## src/rtl/vdm_id_pkg.sv

```systemverilog
package vdm_id_pkg;
  localparam int WORD_W  = 32;
  localparam int MAX_OBJ = 5;
  localparam int CNT_W   = $clog2(MAX_OBJ + 1);
  localparam int IDX_W   = $clog2(MAX_OBJ);

  localparam logic [15:0] PD_SID      = 16'hFF00;
  localparam logic [4:0]  CMD_DISC_ID = 5'd1;
  localparam logic [2:0]  PT_PASSIVE  = 3'b011;
  localparam logic [2:0]  PT_ACTIVE   = 3'b100;

  localparam logic [WORD_W-1:0] ID_KEEP   = 32'hFC00_FFFF;
  localparam logic [WORD_W-1:0] CERT_KEEP = 32'h000F_FFFF;

  typedef enum logic [1:0] {
    CT_INIT = 2'b00,
    CT_ACK  = 2'b01,
    CT_NAK  = 2'b10,
    CT_BUSY = 2'b11
  } cmd_type_e;

  typedef struct packed {
    logic [15:0] svid;
    logic [2:0]  obj_pos;
    logic [4:0]  cmd;
  } req_fields_t;
endpackage

```

## src/rtl/vdm_hdr_decode.sv

```systemverilog
module vdm_hdr_decode
  import vdm_id_pkg::*;
(
  input  logic [WORD_W-1:0] hdr_i,
  output req_fields_t       fields_o,
  output logic              answer_o,
  output logic              disc_id_o
);
  cmd_type_e ctype;

  always_comb begin
    ctype            = cmd_type_e'(hdr_i[7:6]);
    fields_o.svid    = hdr_i[31:16];
    fields_o.obj_pos = hdr_i[10:8];
    fields_o.cmd     = hdr_i[4:0];
    answer_o         = hdr_i[15] && (ctype == CT_INIT);
    disc_id_o        = (hdr_i[4:0] == CMD_DISC_ID);
  end
endmodule

```

## src/rtl/vdm_obj_mux.sv

```systemverilog
module vdm_obj_mux
  import vdm_id_pkg::*;
(
  input  logic              ack_i,
  input  req_fields_t       fields_i,
  input  logic [IDX_W-1:0]  idx_i,
  input  logic [WORD_W-1:0] id_hdr_i,
  input  logic [WORD_W-1:0] cert_i,
  input  logic [WORD_W-1:0] prod_i,
  input  logic [WORD_W-1:0] cable_i,
  output logic              cable_o,
  output logic [WORD_W-1:0] word_o
);
  logic [WORD_W-1:0] hdr_word;

  always_comb begin
    cable_o = (id_hdr_i[29:27] == PT_PASSIVE) || (id_hdr_i[29:27] == PT_ACTIVE);
    if (ack_i) begin
      hdr_word = {PD_SID, 1'b1, 2'b00, 2'b00, 3'b000, CT_ACK, 1'b0, CMD_DISC_ID};
    end else begin
      hdr_word = {fields_i.svid, 1'b1, 2'b00, 2'b00, fields_i.obj_pos, CT_NAK, 1'b0, fields_i.cmd};
    end
    case (idx_i)
      IDX_W'(0): word_o = hdr_word;
      IDX_W'(1): word_o = id_hdr_i & ID_KEEP;
      IDX_W'(2): word_o = cert_i & CERT_KEEP;
      IDX_W'(3): word_o = prod_i;
      IDX_W'(4): word_o = cable_i;
      default:   word_o = '0;
    endcase
  end
endmodule

```

## src/rtl/vdm_rsp_seq.sv

```systemverilog
module vdm_rsp_seq
  import vdm_id_pkg::*;
(
  input  logic             clk,
  input  logic             rst_n,
  input  logic             load_i,
  input  logic [CNT_W-1:0] count_i,
  input  logic             ready_i,
  output logic             valid_o,
  output logic [IDX_W-1:0] idx_o,
  output logic             last_o,
  output logic [CNT_W-1:0] count_o
);
  logic             valid_q, valid_d;
  logic [IDX_W-1:0] idx_q, idx_d;
  logic [CNT_W-1:0] count_q;
  logic             last_w;

  assign last_w = valid_q && ((CNT_W'(idx_q) + CNT_W'(1)) == count_q);

  always_comb begin
    valid_d = valid_q;
    idx_d   = idx_q;
    if (load_i) begin
      valid_d = 1'b1;
      idx_d   = '0;
    end else if (valid_q && ready_i) begin
      if (last_w) begin
        valid_d = 1'b0;
      end else begin
        idx_d = idx_q + IDX_W'(1);
      end
    end
  end

  always_ff @(posedge clk or negedge rst_n) begin
    if (!rst_n) begin
      valid_q <= 1'b0;
      idx_q   <= '0;
      count_q <= '0;
    end else begin
      valid_q <= valid_d;
      idx_q   <= idx_d;
      if (load_i) begin
        count_q <= count_i;
      end
    end
  end

  assign valid_o = valid_q;
  assign idx_o   = idx_q;
  assign last_o  = last_w;
  assign count_o = count_q;
endmodule

```

## src/rtl/vdm_id_responder.sv

```systemverilog
module vdm_id_responder
  import vdm_id_pkg::*;
(
  input  logic              clk,
  input  logic              rst_n,
  input  logic              req_valid,
  input  logic [WORD_W-1:0] req_word,
  input  logic [WORD_W-1:0] cfg_id_header,
  input  logic [WORD_W-1:0] cfg_cert_vdo,
  input  logic [WORD_W-1:0] cfg_product_vdo,
  input  logic [WORD_W-1:0] cfg_cable_vdo,
  output logic              rsp_valid,
  input  logic              rsp_ready,
  output logic [WORD_W-1:0] rsp_word,
  output logic              rsp_last,
  output logic [CNT_W-1:0]  rsp_count
);
  req_fields_t      dec_fields, fields_q;
  logic             dec_answer, dec_disc_id;
  logic             ack_q;
  logic             load;
  logic             has_cable;
  logic [CNT_W-1:0] count_d;
  logic [IDX_W-1:0] idx;

  vdm_hdr_decode u_dec (
    .hdr_i     (req_word),
    .fields_o  (dec_fields),
    .answer_o  (dec_answer),
    .disc_id_o (dec_disc_id)
  );

  assign load = req_valid && dec_answer;

  always_comb begin
    if (!dec_disc_id) begin
      count_d = CNT_W'(1);
    end else if (has_cable) begin
      count_d = CNT_W'(MAX_OBJ);
    end else begin
      count_d = CNT_W'(MAX_OBJ - 1);
    end
  end

  always_ff @(posedge clk or negedge rst_n) begin
    if (!rst_n) begin
      fields_q <= '0;
      ack_q    <= 1'b0;
    end else if (load) begin
      fields_q <= dec_fields;
      ack_q    <= dec_disc_id;
    end
  end

  vdm_rsp_seq u_seq (
    .clk     (clk),
    .rst_n   (rst_n),
    .load_i  (load),
    .count_i (count_d),
    .ready_i (rsp_ready),
    .valid_o (rsp_valid),
    .idx_o   (idx),
    .last_o  (rsp_last),
    .count_o (rsp_count)
  );

  vdm_obj_mux u_mux (
    .ack_i    (ack_q),
    .fields_i (fields_q),
    .idx_i    (idx),
    .id_hdr_i (cfg_id_header),
    .cert_i   (cfg_cert_vdo),
    .prod_i   (cfg_product_vdo),
    .cable_i  (cfg_cable_vdo),
    .cable_o  (has_cable),
    .word_o   (rsp_word)
  );
endmodule

```

## config.mk

```make
export PLATFORM = sky130hd
export DESIGN_NAME = vdm_id_responder
export DESIGN_NICKNAME = d
export VERILOG_FILES = /design/src/rtl/vdm_id_pkg.sv /design/src/rtl/vdm_hdr_decode.sv /design/src/rtl/vdm_obj_mux.sv /design/src/rtl/vdm_rsp_seq.sv /design/src/rtl/vdm_id_responder.sv
export SDC_FILE = /design/constraint.sdc
export NUM_CORES = 1
export LEC_CHECK = 0
export BUFFER_PORTS_ARGS = -buffer_cell sky130_fd_sc_hd__buf_2
export CORE_MARGIN = 2
export CORE_UTILIZATION = 37
export DETAILED_ROUTE_END_ITERATION = 10
export PLACE_DENSITY = 0.81
export REMOVE_ABC_BUFFERS = 1
export SETUP_SLACK_MARGIN = 0.4
export SYNTH_ARGS = -nofsm -noshare
export SYNTH_HDL_FRONTEND = slang
export SYNTH_SLANG_ARGS = --single-unit
```

## constraint.sdc

```tcl
create_clock -name clk -period 2.7 [get_ports clk]
set_input_delay 0.135 -clock clk [delete_from_list [all_inputs] [get_ports clk]]
set_output_delay 0.135 -clock clk [all_outputs]
set_load 0.1 [all_outputs]
```

==> out/results.ini, run 1 <==
[status]
status=finished, final reports clean

[global_routing]
grt_pass1_wl_mm=12.54
grt_max_degree=31
grt_pass1_vias=2809
grt_antenna_before_repair=0
grt_overflow_total=0
track_usage=0.2520

[finish]
final.fill_count=469
syn_to_final_growth_pct=75.00
insertedDiodeCount=0
fin_cells=513
fin_nets=609
final_cell_mix=139 x buf_2, 94 x nand2_1, 33 x buf_12
fin_area_um2=3687
drive_above_1_share=0.4626
layout_commonest_cell=buf_2

[critical_path]
path_class=register to output pin
crit_fanout=7
required_ns=2.57
startpoint_type=register
worst-endpoint-arrival_ns=2.04
r2r_slack_ns=0.66
endpoint_kind=output pin

[clock_tree]
cts_made_buffers=5
clock-root-buffer=clkbuf_8
clk_path_buf_depth=2
clock-sinks=30
h-tree-depth=2
clk_latency_ns=0.28
cts_tree=built
path_clk_slew_ns=0.06

[timing]
hold_violations=0
rsz0062_at_grt=yes
drv_slew=0
slew_headroom=0.5388
layout_min_cycle_time_ns=2.177
fin_crit_sh=0.8064
hold_slack_ns=0.04725
setup_violations=0
tightest_slew_ns=0.6918
finalClockSkew_ns=0.001474
clock.fmax_mhz=459.3
setup-tns-final_ns=0

[place]
placed_cell_area_um2=3528
dp_cells=503
gp_congestion=0.8127
portBuffers=172
dpl.hpwl_mm=6.055

[synthesis]
yosysWarnings=0
async_reset_ff_frac=1.000
ys_ff_latch=30
ys_types=39
synthesis.area_um2=2107
syn_inst=271
avgSynthCellArea_um2=7.775
yosysSeqAreaShare=0.3563
yosys.area.top_type_share=0.3563
synth_xor_area_frac=0.01188
yosysTopAreaCell=dfrtp_1
yosys-top-cells-area=dfrtp_1 36%, nand2_1 17%, a222oi_1 8.6%, a22oi_1 7.5%, o21ai_1 4.5%
synth_ff_type=dfrtp_1
synthSimpleGateAreaFrac=0.2393
muxShareOfSynthArea=0.005344
synth_edf_count=0
synth_fa_ha_area_frac=0.02969
synth-compound-area-share=0.2850
synth_top_family_by_area=compound AO/OA/AOI/OAI gates

[route]
via_per_inst=5.435
drt_iter0_markers=140
vias=2788
wire_per_inst_um=15.94
first_pass_iters=5
finalWirelength_mm=8.179
drtAntennaViolNets=0
drc=0

[hold_path]
hold_path.class=primary input to register

[power_and_ir_drop]
powerDensity_nw_per_um2=1458
fin_total_pwr_mw=5.377
peakVddDrop_uv=972.8
p_leak_nw=1.902

[floorplanning]
die_y_um=79.46
start_util=0.3826
io_pins=201
die_w_um=79.46
design.core.area_um2=5507
rows=27
die-area_um2=6314

[run]
drv_cap=0

cells by family (layout without fill, tap and decap cells):
logic type,after synthesis,in the layout
AOI/OAI and AO/OA,83,83
xor gates and xnor gates,2,2
adders and majority gates,5,5
buffers and inverters,33,203
DFF,30,30
muxes,1,1
other,1,1
and+or+nand+nor,116,116
cell type report:
| class | count | area (µm²) | area share |
|---|---|---|---|
| Clock buffer | 7 | 86.33 | 0.02341 |
| Clock inverter | 1 | 5.005 | 0.001357 |
| Inverter | 9 | 33.78 | 0.009162 |
| Multi-Input combinational cell | 208 | 1230 | 0.3336 |
| Sequential cell | 30 | 753.2 | 0.2043 |
| Tap cell | 72 | 90.09 | 0.02443 |
| Timing Repair Buffer | 186 | 1489 | 0.4038 |
critical path, stage by stage, from the launching register on:
cell     delay, ns
dfrtp_1       0.42
inv_1         0.13
ha_1          0.18
nor2b_1       0.41
buf_4         0.22
a22oi_1       0.10
nand2_1       0.13
buf_12        0.18
worst paths after layout:
check                                from  cells past startpoint        endpoint
setup reg to reg           u_seq.idx_o[0]                      5  u_seq.idx_o[0]
max in group asynchronous           rst_n                      2  u_seq.idx_o[0]
hold / removal                req_word[8]                      3     fields_q[5]
setup / recovery           u_seq.idx_o[1]                      7    rsp_word[12]
min in group asynchronous           rst_n                      2    fields_q[22]
hold reg to reg              fields_q[17]                      2    fields_q[17]
Yosys cell counts, types with 2 or more instances:
library cell and instances:
buf_2 8, a21oi_1 8, a22oi_1 21, a222oi_1 18
nor2b_1 2, nor3_1 5, o21ai_1 19, inv_1 8
o21ai_0 5, buf_4 2, a31oi_1 3, ha_1 5
nor2_1 4, nand2_1 94, a221o_1 4, dfrtp_1 30
clkbuf_1 13
power by group:
| group | total [mW] | internal [mW] | switching [mW] |
|---|---|---|---|
| Clock | 0.371 | 0.205 | 0.165 |
| Combinational | 4.38 | 1.49 | 2.89 |
| Sequential | 0.629 | 0.549 | 0.0800 |
| Total | 5.38 | 2.24 | 3.14 |
flip-flops by register name (all words and copies together) (netlist names):
name           count
u_seq.count_o      2
fields_q          24
u_seq.idx_o        3
u_seq.valid_o      1
stage by stage:
step	worst slack, ns	util
after global placement	0.6347	0.6408
after CTS	0.4137	0.6603
final	0.5227	0.6696
after global routing	0.3657	0.6696
after floorplan	-0.2878	-
after detailed placement	0.5694	0.6408
metal layers:
layer	GRT usage	share of wire
met4	0.09483	0.020
met5	0	0
met1	0.2795	0.38
met2	0.4630	0.51
met3	0.05882	0.088
timing repair:
item / in CTS / in global routing
pin swaps: 0 / 3
resized for setup: 3 / 10
endpoints found under the setup margin: 22 / 13
setup buffers: 0 / 1
hold buffers: 1 / 0
hold endpoints to repair: 30 / 0
(Power assumes the default switching activity.)
==> inputs of run 2 (changes only) <==
--- a/config.mk
+++ b/config.mk
@@ -7,9 +7,9 @@
 export LEC_CHECK = 0
 export BUFFER_PORTS_ARGS = -buffer_cell sky130_fd_sc_hd__buf_2
 export CORE_MARGIN = 2
-export CORE_UTILIZATION = 37
+export CORE_UTILIZATION = 33
 export DETAILED_ROUTE_END_ITERATION = 10
-export PLACE_DENSITY = 0.81
+export PLACE_DENSITY = 0.77
 export REMOVE_ABC_BUFFERS = 1
 export SETUP_SLACK_MARGIN = 0.4
 export SYNTH_ARGS = -nofsm -noshare
==> constraint.sdc (replaced) <==
create_clock -name clk -period 1.8 [get_ports clk]
set_input_delay 0.09 -clock clk [delete_from_list [all_inputs] [get_ports clk]]
set_output_delay 0.09 -clock clk [all_outputs]
set_load 0.1 [all_outputs]
==> out/results.ini, run 2 (synthesized netlist as in run 1, its figures left out) <==
[floorplanning]
die_y_um=83.91
io_pins=201
start_util=0.3357
rows=29
die-area_um2=7040
die_w_um=83.91
design.core.area_um2=6277

[clock_tree]
cts_made_buffers=5
clk_latency_ns=0.28
cts_tree=built
clock-root-buffer=clkbuf_8
clock-sinks=30
clk_path_buf_depth=2
h-tree-depth=2
path_clk_slew_ns=0.06

[place]
pre_cts_slack_ns=-0.2564
gp_congestion=0.8326
portBuffers=172
dpl.hpwl_mm=6.666

[critical_path]
startpoint_type=register
endpoint_kind=output pin
worst-endpoint-arrival_ns=2.04
required_ns=1.71
path_cells=inv_2 -> buf_6 -> ha_4 -> nor2b_1 -> buf_4 -> a222oi_1 -> o21ai_1 -> buf_12
crit_path_max_incr_delay_ns=0.41
crit_fanout=4
path_class=register to output pin
slowest_stage=dfrtp_1

[timing]
rsz0062_at_grt=yes
fin_crit_sh=1.181
layout_min_cycle_time_ns=2.126
hold_slack_ns=0.001293
fin_ws_ns=-0.3262
drv_slew=0
setup-tns-final_ns=-6.293
finalClockSkew_ns=0.001653
setup_violations=32
tightest_slew_ns=0.6961
slew_headroom=0.5359
clock.fmax_mhz=470.3
hold_violations=0

[global_routing]
grt_overflow_total=0
grt_pass1_vias=3082
grt_pass1_wl_mm=14.57
grt_antenna_before_repair=0
track_usage=0.2567
grt_max_degree=31

[route]
drt_iter0_markers=190
finalWirelength_mm=9.191
first_pass_iters=5
via_per_inst=5.405
drc=0
wire_per_inst_um=16.53
drtAntennaViolNets=0
vias=3005

[finish]
final_core_util=0.6759
drive_above_1_share=0.5532
insertedDiodeCount=0
largest_reg_flops=24
largest_register=fields_q
syn_to_final_growth_pct=101.4
fin_nets=648
layout_commonest_cell=buf_2
final_cell_mix=138 x buf_2, 87 x nand2_1, 34 x buf_12

[power_and_ir_drop]
peakVddDrop_uv=1703
powerDensity_nw_per_um2=2086
p_leak_nw=2.128

[run]
drv_cap=0

[status]
status=finished, violations left
failed_checks=negative setup slack

[hold_path]
hold_path.class=primary input to register

## run 2: cell types whose count changed in the layout (fill, tap and decap cells not counted), sizes merged
cell,before,now
clkinv,1,2
dlygate4sd3,1,13
clkbuf,8,6
buf,184,211
## run 2: path summary, 6_finish.rpt
check,slack [ns],cells after the start,start,to
max in group asynchronous,0.92,2,rst_n,u_seq.idx_o[2]
max,-0.33,8,u_seq.idx_o[1],rsp_word[7]
min in group asynchronous,0.39,2,rst_n,fields_q[19]
min reg2reg,0.48,2,fields_q[4],fields_q[4]
max reg2reg,-0.16,8,u_seq.idx_o[1],u_seq.idx_o[0]
min,0.001,3,req_word[30],fields_q[22]
## run 2: metrics by stage
step	instance area, µm²	power, mW	instances
5_1_grt	4243	9.176	556
6_report	4243	8.852	556
4_1_cts	4101	8.591	549
3_5_place_dp	3657	7.632	521
2_1_floorplan	1992	4.965	247
3_3_place_gp	3657	7.545	521
## run 2: metal layers
metal | GRT usage | share of wire | vias up
li1 | - | - | 1396
met1 | 0.2985 | 0.38 | 1418
met2 | 0.4669 | 0.53 | 175
met3 | 0.04154 | 0.073 | 16
met4 | 0.1026 | 0.021 | 0
met5 | 0 | 0 | -
## run 2: critical path, delay by kind of cell (launching register included)
family	cells	cell delay, ns
AOI/OAI and AO/OA	2	0.52
adders and majority gates	1	0.14
DFF	1	0.41
and+or+nand+nor	1	0.12
buffers and inverters	4	0.56
## run 2: cell type report
type	instances	area (µm²)
inverter	9	33.78
fill	518	2034
clock inverter	2	10.01
timing repair buffer	225	1872
tap	77	96.34
sequential	30	753.2
clock buffer	5	68.82
multi-input combinational	208	1409
## run 2: timing repair
item | in CTS | in global routing
setup endpoints to repair | 38 | 38
gates resized for setup | 46 | 24
hold buffers | 13 | 0
buffers inserted | 7 | 7
pin swaps | 30 | 18
endpoints found under the hold margin | 42 | 0
gates cloned | 1 | 0
## run 2: power by group
group	total, mW	leakage [nW]	switching, mW	internal, mW
Sequential	0.947	0.369	0.126	0.821
Clock	0.518	0.0438	0.259	0.259
Combinational	7.39	1.72	4.61	2.77
Total	8.85	2.13	5.00	3.85
==> inputs of run 3 (changes only) <==
--- a/config.mk
+++ b/config.mk
@@ -5,11 +5,12 @@
 export SDC_FILE = /design/constraint.sdc
 export NUM_CORES = 1
 export LEC_CHECK = 0
+export ABC_AREA = 1
 export BUFFER_PORTS_ARGS = -buffer_cell sky130_fd_sc_hd__buf_2
 export CORE_MARGIN = 2
-export CORE_UTILIZATION = 33
+export CORE_UTILIZATION = 34
 export DETAILED_ROUTE_END_ITERATION = 10
-export PLACE_DENSITY = 0.77
+export PLACE_DENSITY = 0.78
 export REMOVE_ABC_BUFFERS = 1
 export SETUP_SLACK_MARGIN = 0.4
 export SYNTH_ARGS = -nofsm -noshare
==> out/results.ini, run 3 <==
[critical_path]
r2r_start=u_seq.idx_o[1]
worstRegToRegCells=11
worst-endpoint-arrival_ns=1.84
endpoint_kind=output pin
crit_fanout=16
path_class=register to output pin
r2r_slack_ns=0.02
crit_path_max_incr_delay_ns=0.43
path_cells=ha_2 -> ha_4 -> bufbuf_16 -> nand2_1 -> nand4_1 -> buf_12
slowest_stage=dfrtp_1
startpoint_type=register
r2r-end=u_seq.idx_o[0]
required_ns=1.71

[synthesis]
synthesis.area_um2=2175
avgSynthCellArea_um2=6.126
syn_inst=355
synth.most_common_cell=nand2_1
yosysSeqAreaShare=0.3452
synth_edf_count=0
yosys.area.top_type_share=0.3452
ys_ff_latch=30
yosys-top-cells-count=185 x nand2_1, 32 x nand3_1, 30 x dfrtp_1
yosysWarnings=0
async_reset_ff_frac=1.000
ys_types=19
yosysTopAreaCell=dfrtp_1
synth_ff_type=dfrtp_1
yosys-top-cells-area=dfrtp_1 35%, nand2_1 32%, nand3_1 7.4%, nand4_1 4.6%, a21oi_1 3.5%

[power_and_ir_drop]
swShare=0.5853
peakVddDrop_uv=2115
p_clk_frac=0.052
intPower_mw=4.213
pwr-share-comb=0.856
seq_power_share=0.092
powerDensity_nw_per_um2=2407
p_leak_nw=2.275
fin_total_pwr_mw=10.16
p_sw_mw=5.948

[route]
wire_per_inst_um=14.32
vias=3030
via_per_inst=4.864
drc=0
finalWirelength_mm=8.919
drtAntennaViolNets=0
first_pass_iters=4
drt_iter0_markers=118

[clock_tree]
clock-root-buffer=clkbuf_8
cts_made_buffers=5
clock-sinks=30
path_clk_slew_ns=0.06
clk_path_buf_depth=2
h-tree-depth=2
clk_latency_ns=0.27
cts_tree=built

[floorplanning]
start_util=0.3464
die_w_um=83.98
design.core.area_um2=6277
rows=29
io_pins=201
die-area_um2=7052
die_y_um=83.98

[finish]
fin_cells=623
largest_register=fields_q
final.fill_count=517
layout_commonest_cell=nand2_1
syn_to_final_growth_pct=94.13
insertedDiodeCount=0
final_cell_mix=170 x nand2_1, 138 x buf_2, 35 x buf_12
fin_nets=716
largest_reg_flops=24
final_core_util=0.6725
drive_above_1_share=0.4835

[hold_path]
hold_path.class=primary input to register
hp-start=req_word[21]
whs_path_depth=3
min_to=fields_q[13]

[global_routing]
grt_pass1_wl_mm=14.24
track_usage=0.2490
grt_overflow_total=0
grt_pass1_vias=3130
grt_antenna_before_repair=0
grt_max_degree=31

[timing]
layout_min_cycle_time_ns=1.926
finalClockSkew_ns=0.0003644
fin_ws_ns=-0.1258
slew_headroom=0.5491
tightest_slew_ns=0.6764
fin_crit_sh=1.070
hold_violations=0
hold_slack_ns=0.009787
setup_violations=33
rsz0062_at_grt=yes
setup-tns-final_ns=-2.620
clock.fmax_mhz=519.3
drv_slew=0

[place]
dpl.hpwl_mm=5.948
dp_cells=599
portBuffers=172
gp_congestion=0.8085

[run]
drv_cap=0

[status]
status=finished, violations left
failed_checks=negative setup slack

==> run 3: logic make-up (layout without fill, tap and decap cells) <==
kind of cell / after synthesis / after routing / synth area share
adder cells (fa/ha/maj): 5 / 5 / 0.02877
flip-flops: 30 / 30 / 0.3452
other: 1 / 1 / 0.001724
buffers and inverters: 38 / 229 / 0.07825
AND/OR/NAND/NOR: 250 / 250 / 0.4724
AO/OA/AOI/OAI: 31 / 31 / 0.07365
==> run 3: cell type report <==
class | instances | area [µm²] | area share
timing repair buffer | 206 | 1735 | 0.4111
tap | 77 | 96.34 | 0.02282
multi-input combinational | 287 | 1491 | 0.3533
clock buffer | 6 | 82.58 | 0.01956
inverter | 17 | 63.81 | 0.01512
sequential | 30 | 752.0 | 0.1781
==> run 3: worst max-delay path by stage <==
stage	from	end	slack, ns	cells past startpoint
floorplan	u_seq.count_o[2]	rsp_word[2]	-1.19	3
global placement	u_seq.idx_o[0]	rsp_last	0.09	8
detailed placement	u_seq.idx_o[0]	rsp_last	0.05	8
CTS	u_seq.idx_o[1]	rsp_word[26]	-0.1	6
global route	u_seq.idx_o[1]	rsp_word[2]	-0.22	10
finish	u_seq.idx_o[1]	rsp_word[14]	-0.13	6
==> run 3: timing repair <==
action,in CTS,in global routing
endpoints found under the setup margin,38,38
buffers inserted,5,4
pin swaps,22,12
gates resized for setup,47,30
gates cloned,4,0
hold buffers,5,0
hold endpoints to repair,34,0
==> run 3: layer usage <==
| layer | global-route usage | part of all wire | wire length [µm] | up-vias |
|---|---|---|---|---|
| li1 | - | - | - | 1516 |
| met1 | 0.2958 | 0.40 | 3569 | 1368 |
| met2 | 0.4458 | 0.51 | 4523 | 134 |
| met3 | 0.05737 | 0.078 | 699 | 12 |
| met4 | 0.07331 | 0.014 | 127 | 0 |
| met5 | 0 | 0 | 0 | - |
==> run 3: worst max-delay path, delay by kind of cell (launching register included) <==
kind / cells / cell delay, ns
adder cells (fa/ha/maj): 2 / 0.40
buffers and inverters: 2 / 0.50
flip-flops: 1 / 0.43
AND/OR/NAND/NOR: 2 / 0.22
==> run 3: power by group through the flow <==
stage | clock, mW | sequential (mW) | combinational [mW]
5_1_grt | 0.564 | 0.956 | 9.02
4_1_cts | 0.537 | 0.933 | 8.44
3_3_place_gp | 0 | 0.930 | 7.71
3_5_place_dp | 0 | 0.940 | 7.77
6_report | 0.524 | 0.937 | 8.70
2_1_floorplan | 0 | 1.03 | 4.74
==> run 3: metrics by stage <==
step,worst slack (ns),cell area (µm²)
floorplan,-1.186,2068
global placement,0.08879,3669
detailed placement,0.05287,3669
CTS,-0.09780,4090
global route,-0.2216,4222
finish,-0.1258,4222
